### config.mk
export PLATFORM = sky130hd
export DESIGN_NAME = i2c_step_master
export DESIGN_NICKNAME = d
export VERILOG_FILES = /design/src/rtl/i2c_step_master.sv
export SDC_FILE = /design/constraint.sdc
export NUM_CORES = 1
export LEC_CHECK = 0
export ABC_AREA = 0
export BUFFER_PORTS_ARGS = -buffer_cell sky130_fd_sc_hd__buf_2
export CAP_MARGIN = 20
export CORE_MARGIN = 2
export CORE_UTILIZATION = 60
export CTS_CLUSTER_SIZE = 30
export DETAILED_ROUTE_END_ITERATION = 10
export PLACE_DENSITY = 0.79
export SLEW_MARGIN = 20
export SYNTH_ARGS = -nofsm -noshare
export SYNTH_HDL_FRONTEND = slang
export SYNTH_SLANG_ARGS = --single-unit
### constraint.sdc
create_clock -name clk -period 3.8 [get_ports clk]
set_input_delay 0.76 -clock clk [delete_from_list [all_inputs] [get_ports clk]]
set_output_delay 0.76 -clock clk [all_outputs]
set_load 0.01 [all_outputs]
### src/rtl/i2c_step_master.sv
module i2c_step_master #(
  parameter int CLK_PER_QREF = 6,
  parameter int DIV_RST      = 20
) (
  input  logic       clk,
  input  logic       rst_n,
  input  logic [3:0] reg_addr,
  input  logic [7:0] reg_wdata,
  input  logic       reg_wr,
  output logic [7:0] reg_rdata,
  output logic       irq,
  input  logic       scl_i,
  input  logic       sda_i,
  output logic       scl_oe,
  output logic       sda_oe
);
  localparam int TW = 8 + $clog2(CLK_PER_QREF + 1);
  localparam logic [3:0] A_STAT = 4'd0, A_EVT = 4'd1, A_RXD = 4'd2,
                         A_CMDL = 4'd4, A_CMDH = 4'd5, A_DIV = 4'd12;

  typedef enum logic [2:0] {S_IDLE, S_HOLD, S_STA, S_BYTE, S_STO} st_t;
  st_t st;

  logic [1:0] qph;
  logic [3:0] bitn;
  logic [7:0] sh, rxd, cmd_hi, div;
  logic [TW-1:0] tcnt, reload;
  logic rd, ack_en, is_addr, smp;
  logic stat_ack, stat_dir, stat_stop, ev_m, ev_err;
  logic [1:0] scl_sync, sda_sync;
  logic sda_d, scl_s, sda_s;
  logic scl_c, sda_c;

  assign scl_s = scl_sync[1];
  assign sda_s = sda_sync[1];

  logic [15:0] cword;
  logic wr_cmd, busy, go_start, go_stop, go_data, cmd_err, tick, stretch, byte_done, cond_phase;

  assign cword    = {cmd_hi, reg_wdata};
  assign wr_cmd   = reg_wr && reg_addr == A_CMDL;
  assign busy     = st == S_STA || st == S_BYTE || st == S_STO;
  assign cond_phase = st == S_STA || st == S_STO;
  assign go_start = wr_cmd && cword[0] && (st == S_IDLE || (st == S_HOLD && cword[7]));
  assign go_stop  = wr_cmd && !cword[0] && cword[1] && st == S_HOLD && cword[7];
  assign go_data  = wr_cmd && cword[1:0] == 2'b00 && st == S_HOLD && cword[7];
  assign cmd_err  = wr_cmd && busy;

  assign reload   = TW'(div == 8'd0 ? 8'd1 : div) * TW'(CLK_PER_QREF) - 1'b1;
  assign stretch  = !scl_c && !scl_s;
  assign tick     = busy && tcnt == '0 && !stretch;
  assign byte_done = tick && st == S_BYTE && qph == 2'd3 && bitn == 4'd8;

  always_comb begin
    scl_c = 1'b0;
    sda_c = 1'b0;
    case (st)
      S_HOLD: scl_c = 1'b1;
      S_STA: begin
        scl_c = qph == 2'd3;
        sda_c = qph >= 2'd2;
      end
      S_BYTE: begin
        scl_c = qph < 2'd2;
        sda_c = (bitn < 4'd8) ? (!(rd && !is_addr) && !sh[7]) : (rd && !is_addr && ack_en);
      end
      S_STO: begin
        scl_c = qph == 2'd0;
        sda_c = qph < 2'd2;
      end
      default: ;
    endcase
  end

  always_ff @(posedge clk) begin
    if (!rst_n) begin
      scl_sync <= 2'b11;
      sda_sync <= 2'b11;
      sda_d    <= 1'b1;
      scl_oe   <= 1'b0;
      sda_oe   <= 1'b0;
    end else begin
      scl_sync <= {scl_sync[0], scl_i};
      sda_sync <= {sda_sync[0], sda_i};
      sda_d    <= sda_s;
      scl_oe   <= scl_c;
      sda_oe   <= sda_c;
    end
  end

  always_ff @(posedge clk) begin
    if (!rst_n) begin
      cmd_hi <= '0;
      div    <= 8'(DIV_RST);
      ev_m   <= 1'b0;
      ev_err <= 1'b0;
      stat_stop <= 1'b0;
    end else begin
      if (reg_wr && reg_addr == A_CMDH) cmd_hi <= reg_wdata;
      if (reg_wr && reg_addr == A_DIV) div <= reg_wdata;
      if (reg_wr && reg_addr == A_EVT && reg_wdata == 8'd0) begin
        ev_m   <= 1'b0;
        ev_err <= 1'b0;
      end else begin
        if (wr_cmd && cword[7] && !busy) ev_m <= 1'b0;
        if (byte_done) ev_m <= 1'b1;
        if (cmd_err) ev_err <= 1'b1;
      end
      if (go_start) stat_stop <= 1'b0;
      else if (scl_s && sda_s && !sda_d) stat_stop <= 1'b1;
    end
  end

  always_ff @(posedge clk) begin
    if (!rst_n) begin
      st <= S_IDLE;
      qph <= '0;
      bitn <= '0;
      sh <= '0;
      rxd <= '0;
      rd <= 1'b0;
      ack_en <= 1'b0;
      is_addr <= 1'b0;
      smp <= 1'b0;
      stat_ack <= 1'b0;
      stat_dir <= 1'b0;
      tcnt <= '0;
    end else begin
      if (!busy || stretch || tcnt == '0) tcnt <= reload;
      else tcnt <= tcnt - 1'b1;
      if (go_start) begin
        st <= S_STA;
        qph <= '0;
        sh <= {cmd_hi[7:1], cword[2]};
        rd <= cword[2];
        stat_dir <= cword[2];
        is_addr <= 1'b1;
      end else if (go_data) begin
        st <= S_BYTE;
        qph <= '0;
        bitn <= '0;
        is_addr <= 1'b0;
        rd <= cword[2];
        ack_en <= cword[3];
        sh <= cword[2] ? 8'hFF : cmd_hi;
      end else if (go_stop) begin
        st <= S_STO;
        qph <= '0;
      end else if (tick) begin
        qph <= qph + 1'b1;
        case (st)
          S_STA: if (qph == 2'd3) begin
            st <= S_BYTE;
            bitn <= '0;
          end
          S_BYTE: begin
            if (qph == 2'd2) smp <= sda_s;
            if (qph == 2'd3) begin
              if (bitn == 4'd8) begin
                st <= S_HOLD;
                if (rd && !is_addr) rxd <= sh;
                else stat_ack <= !smp;
              end else begin
                sh <= {sh[6:0], smp};
                bitn <= bitn + 1'b1;
              end
            end
          end
          S_STO: if (qph == 2'd3) st <= S_IDLE;
          default: ;
        endcase
      end
    end
  end

  always_comb begin
    case (reg_addr)
      A_STAT:  reg_rdata = {2'b00, stat_stop, 1'b0, stat_ack, stat_dir, 2'b00};
      A_EVT:   reg_rdata = {1'b0, ev_err, 1'b0, ev_m, 4'b0000};
      A_RXD:   reg_rdata = rxd;
      A_DIV:   reg_rdata = div;
      default: reg_rdata = 8'd0;
    endcase
  end

  assign irq = ev_m | ev_err;
endmodule

==> metrics.cfg, run 1 <==
[yosys]
post-synth-top-count-cell = dfxtp_1
synth.distinct_cells = 68
synthMuxAreaShare = 0.0641
yosysWarnings = 0
synth-edff-count = 0
ys_seq_area_frac = 0.347
ys_ff_latch = 68
synth_area_leaders = dfxtp_1 (35%), mux2i_1 (6.1%), ha_1 (5.4%)
synthCells = 473
synthFlopType = dfxtp_1
synth_compound_area_frac = 0.177
synth_fa_ha_area_frac = 0.0542
synth_simple_gate_area_frac = 0.274
synthTopCellsByCount = dfxtp_1 (68), nand2_1 (48), nor2_1 (46), mux2i_1 (24), inv_1 (20)
async_flop_share = 0
synth-xor-area-share = 0.0424
synthesis.area_um2 = 3920
synth_largest_area_cell = dfxtp_1
yosysTopAreaCellShare = 0.347
synth_top_family_by_area = simple AND/OR/NAND/NOR gates
syn_avg_cell_area_um2 = 8.30
synth_nets = 507

[route]
vias = 3461
vias_per_cell = 5.97
drcViolationCount = 0
wl_um = 9040
ant_nets = 0
drt_iter0_markers = 211
wl_per_cell_um = 15.6
first_pass_iters = 5

[floorplanning]
coreArea_um2 = 6350
num_rows = 29
initial_core_util = 0.618
fp.dieH_um = 84.9
dieArea_um2 = 7200
io-pin-count = 28
chipWidth_um = 84.9

[worst_hold_path]
holdPathStages = 1
holdPathEnd = scl_sync[1]
hold_class = reg -> reg
min_from = scl_sync[0]

[pwr]
fin_total_pwr_mw = 1.43
p_seq_frac = 0.514
switchingPower_mw = 0.357
power.density_nw_per_um2 = 330
ir_drop_uv = 317
combPwrFrac = 0.076
internal_power_mw = 1.07
swShare = 0.250
pwr-share-clk = 0.410
leakage_nw = 1.73

[global_route]
grt_overflow = 0
grt_max_degree = 38
grt_usage = 0.258
antenna_found_initial = 0
first_global_vias = 3240
grt_pass1_wl_um = 15000

[clock_tree]
max-clock-path-buffers = 2
path_clk_slew_ns = 0.08
cts_tree = done
post_cts_buffers = 0
clk_latency_ns = 0.35
cts_max_level = 3
cts_sinks = 68
holdBufCountCts = 0
cts_buffers = 9
post_cts_resized = 0
ctsRootBufferMaster = clkbuf_8

[timing]
setup_tns_ns = 0
fin_skew_ns = 0.0100
hold_viol_final = 0
fin_ws_ns = 0.310
period_share = 0.919
slew_headroom = 0.359
min_period_ns = 3.49
fmaxAchievable_mhz = 287
drv_slew = 0
worst_hold_slack_ns = 0.414
rsz0062_at_grt = false
tightestPinTransition_ns = 0.958
setup_viol = 0

[layout]
final_util = 0.680
drive_above_1_share = 0.131
antennaDiodeCount = 0
num-fill-cells = 511
layout.nets = 532
synthToLayoutAreaGrowth_pct = 10.1

[setup_path]
crit_type = reg -> reg
cp-start-kind = flop
rrSetupSlack_ns = 0.31
r2r_end = tcnt[10]
timing.rr.start = div[6]
cp.arrival_ns = 3.73
cp-end-kind = flop
cp_max_fo = 7
cp.required_ns = 4.04
reg2reg_depth = 11

[run_status]
status = finished, final reports clean

[place]
hpwl_um = 6550
portBuffers = 27
dp_slack_ns = 0.307
gp_congestion = 0.889

[flow_run]
drv_cap = 0

cell type report:
| type | instances | area, um^2 | area share |
|---|---|---|---|
| flip-flops and latches | 68 | 1360 | 0.315 |
| inverters | 20 | 75.1 | 0.0174 |
| multi-input cells | 364 | 2400 | 0.555 |
| clock buffers | 10 | 128 | 0.0295 |
| clock inverters | 6 | 65.1 | 0.0151 |
| well taps | 77 | 96.3 | 0.0223 |
| repair buffers | 35 | 195 | 0.0452 |
cell families (layout without fill, tap and decap cells):
logic type                 after synthesis  after routing
and+or+nand+nor                        207            207
adders and majority gates               17             17
DFF                                     68             68
xor gates and xnor gates                19             19
buffers and inverters                   41             71
muxes                                   25             25
AOI/OAI and AO/OA                       96             96
cell usage in the layout (no fill, tap or decap), drive strengths merged, types with 3 or more instances in the layout:
cell / n
a2111oi: 3
a21boi: 10
a21oi: 20
a22o: 3
a22oi: 3
a31oi: 4
and2: 3
and3: 6
buf: 35
clkbuf: 10
clkinvlp: 4
dfxtp: 68
ha: 17
inv: 20
mux2i: 24
nand2: 48
nand2b: 12
nand3: 18
nand3b: 3
nand4: 4
nor2: 46
nor2b: 9
nor3: 20
nor3b: 3
nor4: 3
nor4b: 4
o211a: 4
o21a: 6
o21ai: 12
o22ai: 9
o311ai: 3
or2: 11
or3: 5
or4: 4
xnor2: 12
xor2: 7
worst max-delay path by stage:
stage	start	to	slack (ns)	depth (start not counted)
global placement	div[6]	tcnt[10]	0.44	11
detailed placement	div[6]	tcnt[10]	0.31	11
global route	div[6]	tcnt[10]	0.09	11
floorplan	div[4]	tcnt[10]	0.39	12
CTS	div[6]	tcnt[10]	0.29	11
finish	div[6]	tcnt[10]	0.31	11
power by group through the flow:
| stage | Sequential (mW) | Combinational (mW) | Clock, mW |
|---|---|---|---|
| after floorplan | 0.747 | 0.0751 | 0 |
| after global placement | 0.749 | 0.105 | 0 |
| after detailed placement | 0.750 | 0.107 | 0 |
| after CTS | 0.733 | 0.108 | 0.592 |
| after global routing | 0.735 | 0.120 | 0.627 |
| final | 0.734 | 0.108 | 0.584 |
flip-flops by register name, indices dropped and copies added (netlist names), 3 cells and up:
| register | cells |
|---|---|
| cmd_hi | 8 |
| bitn | 4 |
| sh | 8 |
| st | 3 |
| rxd | 8 |
| div | 8 |
| tcnt | 11 |
metrics by stage:
stage,std cells,area (um^2)
2_1_floorplan,473,3920
3_3_place_gp,564,4130
3_5_place_dp,564,4130
4_1_cts,580,4320
5_1_grt,580,4320
6_report,580,4320
critical path, cell delays in order (launching register included):
cell	delay, ns
dfxtp_1	0.38
inv_1	0.11
ha_1	0.16
nand4b_1	0.22
o21ai_0	0.22
mux2i_1	0.10
ha_1	0.35
or4_1	0.56
a211oi_1	0.36
nand3_1	0.16
or4_1	0.53
a41o_1	0.24
per-layer routing:
metal	vias up	wire (um)	track usage
met5	-	0	0
met4	0	149	0.0794
met3	14	386	0.0574
met2	74	4460	0.436
met1	1635	4040	0.330
li1	1738	-	-
Power figures use the tool's default switching activity.
==> inputs of run 2 (changes only) <==
CORE_ASPECT_RATIO = 2   (was not set)
==> run 2 against run 1 <==
  * Clock skew decreased by 0.0037 ns
  * Worst hold slack worse by 0.0060 ns
  * Final cell count increased by 1.2%
  * Register-to-register slack got worse by 0.09 ns
  * Sequential share of layout area down 1.0 points
  * Setup slack worse by 0.094 ns
  * Clock power up 60%
  * Routed wire length is 16% higher
  * Cell area grew 3.4%
  * Via count rose by 5.3%
==> metrics.cfg, run 2 (synthesized netlist as in run 1, its figures left out) <==
[route]
drcViolationCount = 0  ; unchanged
vias = 3644  ; +5.3%
vias_per_cell = 6.21  ; +4.0%
wl_per_cell_um = 17.9  ; +15%
wl_um = 10500  ; +16%
drt_iter0_markers = 294  ; +39%
first_pass_iters = 5  ; unchanged
ant_nets = 0  ; unchanged

[timing]
slew_headroom = 0.298  ; -0.0608
fin_skew_ns = 0.00626  ; -0.00374 ns
tightestPinTransition_ns = 1.05  ; +0.0935 ns
fin_ws_ns = 0.216  ; -0.0940 ns
worst_hold_slack_ns = 0.408  ; -0.00596 ns
drv_slew = 0  ; unchanged
min_period_ns = 3.58  ; +0.0940 ns
setup_viol = 0  ; unchanged
hold_viol_final = 0  ; unchanged
period_share = 0.943  ; +0.0247
fmaxAchievable_mhz = 279  ; -2.6%
setup_tns_ns = 0  ; unchanged

[clock_tree]
max-clock-path-buffers = 2  ; unchanged
clk_latency_ns = 0.34  ; about the same
post_cts_buffers = 0  ; unchanged
ctsRootBufferMaster = clkbuf_16
cts_max_level = 3  ; unchanged
holdBufCountCts = 0  ; unchanged
path_clk_slew_ns = 0.06  ; -0.02 ns
cts_tree = done
cts_buffers = 9  ; unchanged
cts_sinks = 68  ; unchanged

[setup_path]
cp-start-kind = flop
cp_max_fo = 11  ; +4
cp.arrival_ns = 3.82  ; +0.09 ns
crit_type = reg -> reg
cp.required_ns = 4.03  ; about the same
cp-end-kind = flop

[global_route]
grt_usage = 0.310  ; +0.0515
first_global_vias = 3613  ; +12%
antenna_found_initial = 0  ; unchanged
grt_max_degree = 38  ; unchanged
grt_overflow = 0  ; unchanged
grt_pass1_wl_um = 16900  ; +12%

[layout]
drive_above_1_share = 0.132  ; +0.000524
largest_register = tcnt
largest_register_ffs = 11  ; unchanged
final_util = 0.708  ; +0.0273
layout_common_cells = dfxtp_1 (68), nand2_1 (48), nor2_1 (46)
antennaDiodeCount = 0  ; unchanged
final_common_cell = dfxtp_1
synthToLayoutAreaGrowth_pct = 13.8
layout.nets = 530  ; -0.38%

[pwr]
switchingPower_mw = 0.403  ; +13%
combPwrFrac = 0.062  ; -0.014
internal_power_mw = 1.38  ; +29%
power.density_nw_per_um2 = 399  ; +21%
swShare = 0.226  ; -0.0240
pwr-share-clk = 0.525  ; +0.115
ir_drop_uv = 340  ; +7.2%
p_seq_frac = 0.413  ; -0.101
leakage_nw = 1.80  ; +3.7%

[place]
hpwl_um = 7420  ; +13%
gp_congestion = 0.903  ; +1.6%
dp_slack_ns = 0.230  ; -0.0772 ns
portBuffers = 27  ; unchanged

[floorplanning]
initial_core_util = 0.622  ; +0.00392
chipWidth_um = 61.2  ; -28%
dieArea_um2 = 7240  ; +0.55%
fp.dieH_um = 118  ; +39%
num_rows = 41  ; +41%
io-pin-count = 28  ; unchanged
coreArea_um2 = 6310  ; -0.63%

[run_status]
status = finished, final reports clean

[flow_run]
drv_cap = 0  ; unchanged

[worst_hold_path]
hold_class = reg -> reg

==> run 2: cell types whose count changed in the layout (fill, tap and decap cells not counted), sizes merged <==
cell	previous run	this run
buf	35	33
clkbuf	10	11
bufinv	1	2
clkinvlp	4	2
==> run 2: worst paths after layout <==
kind	startpoint	endpoint	slack (ns)	cells past startpoint
worst max register to register	div[4]	tcnt[10]	0.22	11
worst min register to register	scl_sync[0]	scl_sync[1]	0.41	1
worst min-delay path	scl_sync[0]	scl_sync[1]	0.41	1
worst max-delay path	div[4]	tcnt[10]	0.22	11
==> run 2: power groups by stage <==
stage	Sequential (mW)	Clock, mW	Combinational [mW]
3_5_place_dp	0.751	0	0.107
4_1_cts	0.735	0.943	0.108
5_1_grt	0.737	0.972	0.121
2_1_floorplan	0.747	0	0.0751
3_3_place_gp	0.750	0	0.104
6_report	0.736	0.936	0.111
==> run 2: worst max-delay path, stage by stage (launching register included) <==
cell	delay (ns)
dfxtp_1	0.51
inv_1	0.12
ha_1	0.25
nand4b_1	0.14
o21ai_0	0.11
mux2i_1	0.18
ha_1	0.30
or4_1	0.60
a211oi_2	0.35
nand3_1	0.17
or4_1	0.52
a41o_1	0.23
==> run 2: routing by layer <==
| layer | up-vias | track usage | share of wire |
|---|---|---|---|
| li1 | 1742 | - | - |
| met1 | 1715 | 0.317 | 0.35 |
| met2 | 140 | 0.536 | 0.55 |
| met3 | 47 | 0.0635 | 0.045 |
| met4 | 0 | 0.189 | 0.053 |
| met5 | - | 0 | 0 |
==> run 2: per-stage QoR <==
step	std cells	area, um^2	power, mW
after floorplan	473	3920	0.822
after global placement	571	4120	0.854
after detailed placement	571	4120	0.858
after CTS	587	4460	1.79
after global routing	587	4470	1.83
final	587	4470	1.78
==> run 2: cell type report <==
| type | count | area [um^2] |
|---|---|---|
| Multi-Input combinational cell | 364 | 2400 |
| Sequential cell | 68 | 1360 |
| Clock inverter | 5 | 83.8 |
| Fill cell | 521 | 1840 |
| Clock buffer | 11 | 253 |
| Timing Repair Buffer | 33 | 180 |
| Inverter | 20 | 75.1 |
| Tap cell | 86 | 108 |
==> run 2: repair_timing <==
| action | 4_1_cts | 5_1_grt |
|---|---|---|
| resized for setup | 0 | 1 |
| hold endpoints to repair | 0 | 0 |
| setup endpoints to repair | 0 | 1 |
